==> src/rtl/xfer_pkg.sv <==
package xfer_pkg;
    typedef enum logic [1:0] {
        ST_EMPTY  = 2'd0,
        ST_HALF_A = 2'd1,
        ST_HALF_B = 2'd2,
        ST_FRESH  = 2'd3
    } fill_e;
endpackage

==> src/rtl/osh_fall.sv <==
module osh_fall #(
    parameter int N = 3
) (
    input  logic         clk,
    input  logic         rst,
    input  logic [N-1:0] level,
    output logic [N-1:0] fall
);
    logic [N-1:0] prev_q;

    for (genvar i = 0; i < N; i++) begin : g_bit
        always_ff @(posedge clk) begin
            if (rst) prev_q[i] <= 1'b0;
            else     prev_q[i] <= level[i];
        end
        assign fall[i] = prev_q[i] & ~level[i];
    end
endmodule

==> src/rtl/trig_merge.sv <==
module trig_merge (
    input  logic carrier_uf,
    input  logic sw_trig_wr,
    input  logic sw_trig_val,
    input  logic per_wr,
    input  logic per_src_en,
    output logic trig
);
    always_comb begin
        trig = carrier_uf
             | (sw_trig_wr & sw_trig_val)
             | (per_wr & per_src_en);
    end
endmodule

==> src/rtl/fill_fsm.sv <==
module fill_fsm
    import xfer_pkg::*;
(
    input  logic  clk,
    input  logic  rst,
    input  logic  wr_a,
    input  logic  wr_b,
    input  logic  consume,
    output fill_e state
);
    fill_e base, nxt;

    always_ff @(posedge clk) begin
        if (rst) state <= ST_EMPTY;
        else     state <= nxt;
    end

    always_comb begin
        base = consume ? ST_EMPTY : state;
        nxt  = base;
        unique case (base)
            ST_EMPTY: begin
                if (wr_a && wr_b) nxt = ST_FRESH;
                else if (wr_a)    nxt = ST_HALF_A;
                else if (wr_b)    nxt = ST_HALF_B;
            end
            ST_HALF_A: if (wr_b) nxt = ST_FRESH;
            ST_HALF_B: if (wr_a) nxt = ST_FRESH;
            ST_FRESH:  nxt = ST_FRESH;
        endcase
    end
endmodule

==> src/rtl/phase_xfer_ctrl.sv <==
module phase_xfer_ctrl
    import xfer_pkg::*;
#(
    parameter int PAT_W = 6,
    parameter int NPH   = 3
) (
    input  logic               clk,
    input  logic               rst,
    input  logic               carrier_uf,
    input  logic               sw_trig_wr,
    input  logic               sw_trig_val,
    input  logic               per_wr,
    input  logic               per_src_en,
    input  logic [NPH-1:0]     oneshot_in,
    input  logic               saw_mode,
    input  logic               buf_lo_wr,
    input  logic [PAT_W-1:0]   buf_lo_data,
    input  logic               buf_hi_wr,
    input  logic [PAT_W-1:0]   buf_hi_data,
    output logic               xfer_pulse,
    output logic [2*PAT_W-1:0] pattern_out,
    output logic               dt_trig
);
    localparam int OUT_W = 2 * PAT_W;

    logic             trig_any;
    logic [NPH-1:0]   fall_vec;
    logic             do_copy;
    logic             do_dt;
    fill_e            fill_q;
    logic [PAT_W-1:0] lo_q, hi_q;

    trig_merge u_trig (
        .carrier_uf (carrier_uf),
        .sw_trig_wr (sw_trig_wr),
        .sw_trig_val(sw_trig_val),
        .per_wr     (per_wr),
        .per_src_en (per_src_en),
        .trig       (trig_any)
    );

    osh_fall #(.N(NPH)) u_fall (
        .clk  (clk),
        .rst  (rst),
        .level(oneshot_in),
        .fall (fall_vec)
    );

    fill_fsm u_fill (
        .clk    (clk),
        .rst    (rst),
        .wr_a   (buf_lo_wr),
        .wr_b   (buf_hi_wr),
        .consume(do_copy),
        .state  (fill_q)
    );

    // Copy and dead-time decisions from the pre-edge fill state
    always_comb begin
        do_copy = trig_any && (saw_mode || (fill_q == ST_FRESH));
        do_dt   = (|fall_vec) || (saw_mode && trig_any);
    end

    // Buffer registers
    always_ff @(posedge clk) begin
        if (rst) begin
            lo_q <= '0;
            hi_q <= '0;
        end else begin
            if (buf_lo_wr) lo_q <= buf_lo_data;
            if (buf_hi_wr) hi_q <= buf_hi_data;
        end
    end

    // Registered outputs
    always_ff @(posedge clk) begin
        if (rst) begin
            xfer_pulse  <= 1'b0;
            dt_trig     <= 1'b0;
            pattern_out <= '0;
        end else begin
            xfer_pulse <= do_copy;
            dt_trig    <= do_dt;
            if (do_copy) pattern_out <= OUT_W'({hi_q, lo_q});
        end
    end
endmodule

==> config.mk <==
export PLATFORM = sky130hd
export DESIGN_NAME = phase_xfer_ctrl
export DESIGN_NICKNAME = d
export VERILOG_FILES = /design/src/rtl/xfer_pkg.sv /design/src/rtl/osh_fall.sv /design/src/rtl/trig_merge.sv /design/src/rtl/fill_fsm.sv /design/src/rtl/phase_xfer_ctrl.sv
export SDC_FILE = /design/constraint.sdc
export NUM_CORES = 1
export LEC_CHECK = 0
export ABC_CLOCK_PERIOD_IN_PS = 1200
export BUFFER_PORTS_ARGS = -buffer_cell sky130_fd_sc_hd__clkbuf_2
export CORE_MARGIN = 1
export CORE_UTILIZATION = 48
export CTS_CLUSTER_DIAMETER = 80
export DETAILED_ROUTE_END_ITERATION = 10
export GPL_TIMING_DRIVEN = 0
export HOLD_SLACK_MARGIN = 0.1
export PLACE_DENSITY = 0.77
export SYNTH_ARGS = -nofsm -noshare
export SYNTH_HDL_FRONTEND = slang
export SYNTH_SLANG_ARGS = --single-unit
==> constraint.sdc <==
create_clock -name clk -period 1.2 [get_ports clk]
set_input_delay 0 -clock clk [delete_from_list [all_inputs] [get_ports clk]]
set_output_delay 0 -clock clk [all_outputs]
set_load 0.03 [all_outputs]
==> metrics.yaml <==
status: "complete, no violations"
power_frac_comb_pct: 16.3
dp.final_hpwl_um: 1671
dp_slack_ps: 47.26
worst_slack_ps: 102.9
leakage_uw: 0.0007815
start_kind: "input pin"
globalRouteTotalUtil_pct: 22.60
synth_common_cells: "dfxtp_1 (31), nand2b_1 (25), mux2i_1 (24)"
boundaryPins: 39
seqCellArea_um2: 620.6
drv_slew: 0
drt-wirelength-per-cell_um: 12.47
synth.area.mux_share_pct: 19.94
total_power_uw: 1989
synth_area_leader_cell: "dfxtp_1"
grt_pass1_wl_um: 4271
end_kind: "flop"
numCtsBuffers: 5
initial_core_util_pct: 52.45
clk_pin_slew_worst_paths_ps: 90
ys_seq_area_share_pct: 51.51
power.switching_uw: 515.5
vias_per_cell: 4.852
clockRootBuffer: "clkbuf_4"
holdWs_ps: 101.2
maxCapViolCount: 0
row_count: 17
multi_input_area_um2: 534.3
core-area_mm2: 0.002297
die_h_um: 52.10
synth_xor_area_share_pct: 0
overflow: 0
synthSimpleGateAreaFrac_pct: 18.59
syn_area_mm2: 0.001205
die_w_um: 52.10
syn_to_final_growth_pct: 38.84
drt_iter0_drc: 17
grt_max_degree: 11
yosysTopAreaCellShare_pct: 51.51
synth_edf_count: 0
fillers: 179
p_int_uw: 1474
avgSynthCellArea_um2: 10.30
gp_congestion: 0.7541
grt_pass1_vias: 1005
drive_above_1_share_pct: 27.07
rsz0062_at_grt: "false"
async_flop_share_pct: 0
clk_path_buf_depth: 2
report.final.setup_viol: 0
cp.arrival_ps: 1310
synth_top_family_by_area: "multiplexers"
hold_violations: 0
drc: 0
fin_tns_setup_ps: 0
crit_slowest_cell: "dlygate4sd3_1"
h-tree-depth: 2
die_area_mm2: 0.002714
clk_latency_ps: 320
fin_crit_sh_pct: 91.42
min_path_type: "input pin to flop"
relSlewSlack_pct: 68.18
diodes: 0
ys_ff_latch: 31
io_buffers: 36
fin_nets: 205
synth-adder-area-share_pct: 0
synth_nets: 142
synth_area_leaders: "dfxtp_1 (52%), mux2i_1 (20%), nand2b_1 (13%)"
yosysUniqueCellTypes: 15
path_cells: "dlygate4sd3_1 > clkbuf_2 > a221oi_4 > nor2_2 > buf_6 > mux2i_1"
fin_crit_ps: 1097
cpPeakStageDelay_ps: 530
worstMarginPinSlew_ps: 477.3
wl_um: 2607
fmax_mhz: 911.5
clkPwrFrac_pct: 28.1
firstDrtPassIters: 4
netSwitchingFraction_pct: 25.91
ys.flop_type: "dfxtp_1"
synth_compound_area_share_pct: 5.504
seqPwrFrac_pct: 55.7
clock_skew_ps: 6.924
antenna_found_initial: 0
synth_warnings: 0
crit_required_ps: 1410
cts_tree: "yes"
crit_type: "input pin to flop"
syn_inst: 117
cts_sinks: 31
path_max_fanout: 10
p_per_area_mw_per_mm2: 1189
yosysMostFrequentCell: "dfxtp_1"
ir_drop_mv: 0.8419
num_vias: 1014
drt.antenna.violating_nets: 0
[power groups by stage]
stage | sequential [uW] | clock [uW] | combinational [uW]
finish | 1110 | 558 | 323
global route | 1110 | 621 | 350
CTS | 1110 | 568 | 322
detailed placement | 1130 | 0 | 267
global placement | 1130 | 0 | 260
floorplan | 1160 | 0 | 141
[path summary, 6_finish.rpt]
check                  startpoint             end  slack (ps)  cells after the start
hold reg to reg           lo_q[0]  pattern_out[0]         480                      2
hold / removal        sw_trig_val      xfer_pulse         100                      3
setup / recovery       carrier_uf  pattern_out[5]         100                      6
setup reg to reg  u_fill.state[0]  pattern_out[5]         120                      4
[flip-flops by register name, summed over array words and instances (netlist names)]
| signal | cells |
|---|---|
| u_fall.prev_q | 3 |
| hi_q | 6 |
| lo_q | 6 |
| pattern_out | 12 |
| dt_trig | 1 |
| xfer_pulse | 1 |
| u_fill.state | 2 |
[cells in the final DEF, fill, tap and decap left out]
master         count
buf_4              1
buf_2              1
a21oi_1            3
a221oi_4           1
a222oi_1           1
nor2_2             1
a21oi_2            1
nand2b_1          25
clkbuf_1           6
buf_6              1
dlygate4sd3_1     19
clkinv_2           1
mux2i_1           24
inv_1              5
clkbuf_2          37
dfxtp_1           31
o21ai_1            2
clkbuf_4           5
nor2_1            15
nor3_1             1
[per-stage QoR]
step                utilization, %  area, um^2  instances
floorplan                        -        1205        117
global placement             61.82        1420        181
detailed placement           61.82        1420        181
CTS                          72.60        1668        209
global route                 72.82        1673        209
finish                       72.82        1673        209
[metal layers]
metal  vias to the layer above  track usage, %  part of all wire, %
li1                        509               -                    -
met1                       464           23.65                   40
met2                        30           38.68                   52
met3                        11           6.725                  4.4
met4                         0           14.86                  3.0
met5                         -               0                    0
[area by class of cell]
class | instances | area share, %
buffer | 7 | 2.169
clock buffer | 7 | 2.693
clock inverter | 1 | 0.2992
inverter | 5 | 1.122
multi-input combinational | 74 | 31.94
sequential | 31 | 37.10
tap | 28 | 2.094
timing repair buffer | 56 | 22.59
[cell families (layout without fill, tap and decap cells)]
group,after synthesis,count (layout)
simple gates,42,42
flops,31,31
mux,24,24
buf+inv,12,76
compound gates,8,8
[worst max-delay path, delay by kind of cell]
family                 cells  cell delay [ps]
buffers and inverters      3              820
and+or+nand+nor            1               80
AOI/OAI and AO/OA          1              280
muxes                      1              130
[repair_timing]
item,in CTS,in global routing
hold buffers,19,0
gates resized for setup,0,2
setup endpoints to repair,1,10
cloned,0,0
pin swaps,1,0
setup buffers,1,0
endpoints found under the hold margin,23,0
No activity file was read; power rests on OpenSTA's default activity.
